--- config.mk ---
export PLATFORM = sky130hd
export DESIGN_NAME = cpwm_center
export DESIGN_NICKNAME = d
export VERILOG_FILES = /design/src/rtl/cpwm_pkg.sv /design/src/rtl/cpwm_shadow.sv /design/src/rtl/cpwm_timebase.sv /design/src/rtl/cpwm_compare.sv /design/src/rtl/cpwm_center.sv
export SDC_FILE = /design/constraint.sdc
export NUM_CORES = 1
export LEC_CHECK = 0
export BUFFER_PORTS_ARGS = -buffer_cell sky130_fd_sc_hd__buf_2
export CORE_UTILIZATION = 55
export DETAILED_ROUTE_END_ITERATION = 16
export HOLD_SLACK_MARGIN = 0.12
export PLACE_DENSITY_LB_ADDON = 0.05
export SYNTH_ARGS = -nofsm -noshare
export SYNTH_HDL_FRONTEND = slang
export SYNTH_SLANG_ARGS = --single-unit
--- constraint.sdc ---
create_clock -name clk -period 1.3 [get_ports clk]
set_clock_uncertainty 0.1 [all_clocks]
set_input_delay 0.13 -clock clk [delete_from_list [all_inputs] [get_ports clk]]
set_output_delay 0.13 -clock clk [all_outputs]
set_load 0.02 [all_outputs]
--- src/rtl/cpwm_pkg.sv ---
package cpwm_pkg;
  typedef enum logic {
    SWEEP_UP   = 1'b0,
    SWEEP_DOWN = 1'b1
  } sweep_e;
endpackage

--- src/rtl/cpwm_shadow.sv ---
module cpwm_shadow #(
  parameter int PER_W = 8
) (
  input  logic             clk,
  input  logic             arst_n,
  input  logic             en,
  input  logic             at_zero,
  input  logic [PER_W-1:0] period_in,
  input  logic [PER_W:0]   duty_in,
  output logic [PER_W-1:0] per_use,
  output logic [PER_W:0]   duty_use,
  output logic [PER_W-1:0] per_q,
  output logic [PER_W:0]   duty_q
);
  logic [PER_W-1:0] per_clean;
  logic             load;

  always_comb begin
    per_clean = (period_in == '0) ? PER_W'(1) : period_in;
    load      = en && at_zero;
    per_use   = at_zero ? per_clean : per_q;
    duty_use  = at_zero ? duty_in   : duty_q;
  end

  always_ff @(posedge clk or negedge arst_n) begin
    if (!arst_n) begin
      per_q  <= PER_W'(1);
      duty_q <= '0;
    end else if (load) begin
      per_q  <= per_clean;
      duty_q <= duty_in;
    end
  end
endmodule

--- src/rtl/cpwm_timebase.sv ---
module cpwm_timebase
  import cpwm_pkg::*;
#(
  parameter int PER_W = 8
) (
  input  logic             clk,
  input  logic             arst_n,
  input  logic             en,
  input  logic [PER_W-1:0] per_use,
  output logic             at_zero,
  output logic [PER_W:0]   fine,
  output logic [PER_W-1:0] level
);
  localparam int FW = PER_W + 1;

  sweep_e           dir_q, dir_d;
  logic [PER_W-1:0] cnt_q, cnt_d;
  logic [PER_W-1:0] top_m1;

  always_comb begin
    top_m1  = per_use - PER_W'(1);
    at_zero = (cnt_q == '0) && (dir_q == SWEEP_UP);
    fine    = (dir_q == SWEEP_DOWN) ? ({cnt_q, 1'b0} - FW'(1)) : {cnt_q, 1'b0};
    level   = cnt_q;
    cnt_d   = cnt_q;
    dir_d   = dir_q;
    if (!en) begin
      cnt_d = '0;
      dir_d = SWEEP_UP;
    end else if (dir_q == SWEEP_UP) begin
      if (cnt_q == top_m1) begin
        cnt_d = per_use;
        dir_d = SWEEP_DOWN;
      end else begin
        cnt_d = cnt_q + PER_W'(1);
      end
    end else begin
      if (cnt_q == PER_W'(1)) begin
        cnt_d = '0;
        dir_d = SWEEP_UP;
      end else begin
        cnt_d = cnt_q - PER_W'(1);
      end
    end
  end

  always_ff @(posedge clk or negedge arst_n) begin
    if (!arst_n) begin
      cnt_q <= '0;
      dir_q <= SWEEP_UP;
    end else begin
      cnt_q <= cnt_d;
      dir_q <= dir_d;
    end
  end
endmodule

--- src/rtl/cpwm_compare.sv ---
module cpwm_compare #(
  parameter int PER_W = 8
) (
  input  logic           clk,
  input  logic           arst_n,
  input  logic           en,
  input  logic           at_zero,
  input  logic [PER_W:0] fine,
  input  logic [PER_W:0] duty_use,
  output logic           pwm_n,
  output logic           strobe
);
  logic pwm_d, strobe_d;

  always_comb begin
    pwm_d    = en ? !(fine < duty_use) : 1'b1;
    strobe_d = en && at_zero;
  end

  always_ff @(posedge clk or negedge arst_n) begin
    if (!arst_n) begin
      pwm_n  <= 1'b1;
      strobe <= 1'b0;
    end else begin
      pwm_n  <= pwm_d;
      strobe <= strobe_d;
    end
  end
endmodule

--- src/rtl/cpwm_center.sv ---
module cpwm_center #(
  parameter int PER_W = 8
) (
  input  logic             clk,
  input  logic             rst_n,
  input  logic             en,
  input  logic [PER_W-1:0] period_in,
  input  logic [PER_W:0]   duty_in,
  output logic             pwm_n,
  output logic             sample_req
);
  logic [1:0]       rst_pipe;
  logic             arst_n;
  logic             at_zero;
  logic [PER_W:0]   fine;
  logic [PER_W-1:0] level;
  logic [PER_W-1:0] per_use, per_q;
  logic [PER_W:0]   duty_use, duty_q;

  always_ff @(posedge clk or negedge rst_n) begin
    if (!rst_n) rst_pipe <= 2'b00;
    else        rst_pipe <= {rst_pipe[0], 1'b1};
  end
  assign arst_n = rst_pipe[1];

  cpwm_shadow #(.PER_W(PER_W)) u_shadow (
    .clk(clk), .arst_n(arst_n), .en(en), .at_zero(at_zero),
    .period_in(period_in), .duty_in(duty_in),
    .per_use(per_use), .duty_use(duty_use),
    .per_q(per_q), .duty_q(duty_q)
  );

  cpwm_timebase #(.PER_W(PER_W)) u_tbase (
    .clk(clk), .arst_n(arst_n), .en(en), .per_use(per_use),
    .at_zero(at_zero), .fine(fine), .level(level)
  );

  cpwm_compare #(.PER_W(PER_W)) u_cmp (
    .clk(clk), .arst_n(arst_n), .en(en), .at_zero(at_zero),
    .fine(fine), .duty_use(duty_use),
    .pwm_n(pwm_n), .strobe(sample_req)
  );
endmodule

# == Yosys cells after proc, flatten, opt, wreduce, memory -nomap -nowiden ==
# Index checks and enable logic that the tools add are counted.
# word_totals
register_bits,30
in_bits,20
output_inout_bits,2
word_cells,33
# op_classes
n_addsub,4
magnitude_cmp,1
n_eq_ne,2
n_mux,13
n_bitwise,1
reduce_logical,5
# op_table
cell,count
$mux W8,6
$mux W9,2
$logic_not A8 Y1,2
$sub A8 B1 Y8 const B,2
$lt A9 B9 Y1,1
$sub A9 B1 Y9 const B,1
$add A8 B1 Y8 const B,1
$eq A8 B1 Y1 const B,1
$eq A8 B8 Y1,1
$mux W1,5
$logic_and A1 B1 Y1,2
$logic_not A1 Y1,1
$not A1 Y1,1

# == Logic depth before layout (Yosys ltp) ==
# depth
ltp_word,8
ltp_mapped,13
depth_no_buf,12

# == Cells and area by module ==
# A second synthesis with hierarchy kept.
# hier_totals
hier_cells,243
area_unflattened_um2,2388.5
# by_module_without_submodules
mod,instances,cells_per_inst,area_per_inst_um2,seq_area_each_um2
cpwm_timebase,1,146,1172.4,225.2
cpwm_shadow,1,60,888.4,426.7
cpwm_compare,1,34,274.0,51.3
cpwm_center,1,3,53.8,50.0

# == Worst setup path after synthesis ==
# OpenSTA, ideal clock, no wires.
# synth_path
path_type,register to register
startpoint,reg u_tbase.cnt_q[0] (netlist: u_tbase.level[0])
endpoint,reg u_tbase.cnt_q[6] (netlist: u_tbase.level[6])
setup_ps,124
arrival_time_ps,3647
required_time_ps,1076
setup_slack_ps,-2571
stages_incl_launch_ff,14
path_buffers,1
synth_period_minus_slack_ps,3871
path_cell_list,dfrtp_1 > inv_1 > ha_1 > nor4b_4 > nand2_1 > buf_1 > mux2i_1 > ha_1 > xnor2_1 > or2_2 > mux2_2 > a2111oi_4 > a2111oi_0 > a211o_1
# synth_between
elab_chain_cells,8
elab_cells_between_ends,12
cone_classes,3 x add/sub; 2 x eq/ne; 5 x mux; 2 x reduce/logical
# synth_lines
element,line,text
start: declaration,cpwm_timebase.sv:17,"logic [PER_W-1:0] cnt_q, cnt_d;"
start signal: assignment,cpwm_timebase.sv:52,cnt_q <= cnt_d;
$logic_not A8 Y1,cpwm_timebase.sv:22,at_zero = (cnt_q == '0) && (dir_q == SWEEP_UP);
$logic_and A1 B1 Y1,cpwm_timebase.sv:22,
$mux W8,cpwm_shadow.sv:21,per_use = at_zero ? per_clean : per_q;
$sub A8 B1 Y8,cpwm_timebase.sv:21,top_m1 = per_use - PER_W'(1);
$eq A8 B8 Y1,cpwm_timebase.sv:31,if (cnt_q == top_m1) begin
$mux W8,cpwm_timebase.sv:31,
$mux W8 *,cpwm_timebase.sv:30,end else if (dir_q == SWEEP_UP) begin
$mux W8 *,cpwm_timebase.sv:27,if (!en) begin
named net u_tbase.cnt_d[6],cpwm_timebase.sv:17,
# The timed path passes the listed nets; every way through them passes the cells marked *.
# A chain may end at the register's enable or synchronous reset.

# == Final worst setup path ==
# layout_path
startpoint,reg u_tbase.cnt_q[1] (netlist: u_tbase.level[1])
endpoint,reg u_tbase.cnt_q[3] (netlist: u_tbase.level[3])
# The elaborated chain is that of the path after synthesis.

==> metrics.yaml <==
global_route:
  grt_pass1_vias: 2719
  grt_pass1_wl_um: 13400
  grt_max_degree: 29
  antenna_found_initial: 0
  grt_overflow: 0
  grt_usage_pct: 35.2
setup_path:
  cp-start-kind: "flop"
  cp.required_ns: 1.37
  crit_type: "reg2reg"
  crit_family: "simple AND/OR/NAND/NOR gates"
  cpPeakStageDelay_ns: 0.50
  critPathMaxFanout: 3
  cp.buffers_inverters: 1
  r2r_end: "u_tbase.level[3]"
  r2r-start: "u_tbase.level[1]"
  crit_path_frequent_cell: "ha_4"
  r2r_cells: 12
  crit_arrival_ns: 3.34
  crit_path_end_kind: "flop"
  crit_slowest_cell: "or4b_4"
  r2r_slack_ns: -1.96
  worstPathCellList: "inv_2 > ha_4 > or4b_4 > nor2_8 > a21o_1 > ha_4 > xnor2_2 > or2_4 > mux2_4 > a2111o_1 > nor3_1 > nor4b_1"
timing:
  hold_viol_final: 0
  fin_crit_sh_pct: 251
  max_freq_mhz: 306
  setup_viol: 28
  slew_viol_final: 0
  worst_slack_ns: -1.96
  period_minus_slack_ns: 3.26
  grt_setup_unrepaired: "true"
pwr:
  p_leak_nw: 1.76
  ir_drop_uv: 1830
  p_total_mw: 11.9
  powerDensity_nw_per_um2: 3190
detailed_routing:
  drc: 0
  drtIter0Drc: 245
  ant_nets: 0
  route.vias.total: 2683
  avgViaCountPerCell: 6.11
  detail_route.wl_per_cell_um: 19.4
  drt_first_pass_iters: 4
  wl_um: 8520
logic_synthesis:
  ys_top_cells_by_count: "28 x dfrtp_1, 23 x nand2_1, 15 x mux2_2, 13 x ha_1"
  avgSynthCellArea_um2: 9.36
  seq_area_frac_synth_pct: 29.4
  synth_fp_nets: 307
  yosys.area.top_type: "dfrtp_1"
  synth_ff_type: "dfrtp_1"
  async_flop_share_pct: 100
  synth.most_common_cell: "dfrtp_1"
  synth_warnings: 0
  ys_ff_latch: 30
  postSynthCellCount: 274
  yosys.cell_types.count: 65
  synth_edf_count: 0
  syn_area_um2: 2560
  synth_top_area_share_pct: 27.3
  yosys-top-cells-area: "dfrtp_1 27%, mux2_2 6.6%, ha_1 6.3%"
layout:
  fill_cells: 241
  seqCellArea_um2: 753
  area_delta_synth_final_pct: 45.9
  post-route-util_pct: 84.8
  multiInputGateArea_um2: 1870
  diodes: 0
  finalNetCount: 419
  drive_gt1_share_pct: 41.9
cts:
  cts_buffers: 5
  htree_levels: 2
  ctsRootBufferMaster: "clkbuf_8"
  cts.reportedPaths.clkPinSlew_ns: 0.07
  clkLatencyLatePin_ns: 0.30
  clock-sinks: 30
  clk_path_buf_depth: 2
  tritoncts: "done"
place:
  port_buffers: 21
  routabilityCongestion: 0.993
  hpwl_um: 5670
floorplanning:
  core_area_um2: 4410
  die-area_um2: 4940
  die_h_um: 70.3
  start_util_pct: 58.1
  io_pins: 22
  placementRows: 24
  die_w_um: 70.3
outcome:
  violations: "negative setup slack"
  outcome: "complete, but fails checks"
hold_path:
  worstHoldPathType: "in2reg"
  min_from: "period_in[7]"
  hold_end: "u_shadow.per_q[7]"
  whs_path_depth: 4
flow_run:
  cap_violations: 0
[metal layers]
layer,track usage [%],up-vias,wire (µm)
met5,0,-,0
met4,14.9,0,282
met3,6.78,27,506
met2,59.3,106,4190
met1,43.6,1301,3540
li1,-,1249,-
[cell usage in the layout, fill, tap and decap left out, drive strengths merged, types with 3 or more instances in the layout]
master and n:
inv 9, clkbuf 7, nand2b 5, mux2 15, dfrtp 28, mux2i 11
dlygate4sd3 15, nand4 3, nand3 10, a211oi 6, xnor2 12, and3 4
a211o 4, nor2 12, buf 105, xor2 10, nor4 5, nand2 23
a2111oi 3, ha 13, a21oi 12, o21ai 12, nor3 10, a21o 4
or3 3, o211ai 4, or2 3
[power breakdown]
part / leakage, nW / switching, mW / internal (mW)
registers: 0.370 / 0.325 / 1.33
logic: 1.34 / 4.76 / 4.56
clock network: 0.0524 / 0.396 / 0.573
total: 1.76 / 5.48 / 6.46
[state kept, by name, indices dropped and copies added (netlist names)]
signal           cells
rst_pipe             2
u_cmp.pwm_n          1
u_cmp.strobe         1
u_shadow.duty_q      9
u_shadow.per_q       8
u_tbase.dir_q        1
u_tbase.level        8
[through the flow]
stage               instance area (µm²)  cells  setup TNS, ns  hold WS [ns]  setup slack (ns)
global placement                   3330    410         -29.99        -0.185             -1.85
floorplan                          2680    274         -32.87        -0.266             -2.22
finish                             3740    439         -31.24         0.120             -1.96
global route                       3740    439         -33.64         0.144             -2.11
CTS                                3650    437         -30.79         0.127             -1.88
detailed placement                 3330    410         -31.16        -0.182             -1.91
[worst max path at each step]
stage               cells past startpoint              from               end  slack, ns
floorplan                              13  u_tbase.level[0]  u_tbase.level[6]      -2.22
global placement                       12  u_tbase.level[1]  u_tbase.level[2]      -1.85
detailed placement                     13  u_tbase.level[0]  u_tbase.level[6]      -1.91
CTS                                    13  u_tbase.level[0]  u_tbase.level[6]      -1.88
global route                           13  u_tbase.level[1]  u_tbase.level[6]      -2.11
finish                                 12  u_tbase.level[1]  u_tbase.level[3]      -1.96
[kinds of logic after synthesis]
| logic type | Yosys count | synth area share [%] |
|---|---|---|
| compound gates | 66 | 20.5 |
| other cells | 1 | 0.146 |
| buf+inv | 25 | 4.44 |
| simple gates | 90 | 19.9 |
| mux | 26 | 10.9 |
| xor+xnor | 23 | 8.39 |
| fa+ha+maj | 13 | 6.34 |
| flops | 30 | 29.4 |
[worst reg2reg max path: stages, from the launching register on]
cell and delay [ns]:
dfrtp_1 0.40, inv_2 0.09, ha_4 0.14, or4b_4 0.50, nor2_8 0.10, a21o_1 0.18, ha_4 0.22, xnor2_2 0.13
or2_4 0.22, mux2_4 0.29, a2111o_1 0.38, nor3_1 0.29, nor4b_1 0.10
[timing repair]
action | 4_1_cts | 5_1_grt
hold buffers | 15 | 0
pin swaps | 2 | 8
gates cloned | 1 | 0
hold endpoints to repair | 15 | 0
gates resized for setup | 7 | 14
endpoints found under the setup margin | 28 | 28
setup buffers | 3 | 2
[cell type report]
| type | count | share of cell area (%) |
|---|---|---|
| clock buffer | 7 | 2.04 |
| inverter | 10 | 1.20 |
| timing repair buffer | 120 | 24.1 |
| tap | 52 | 1.74 |
| sequential | 30 | 20.1 |
| multi-input combinational | 219 | 50.0 |
| clock inverter | 1 | 0.803 |
Power figures use the tool's default switching activity.
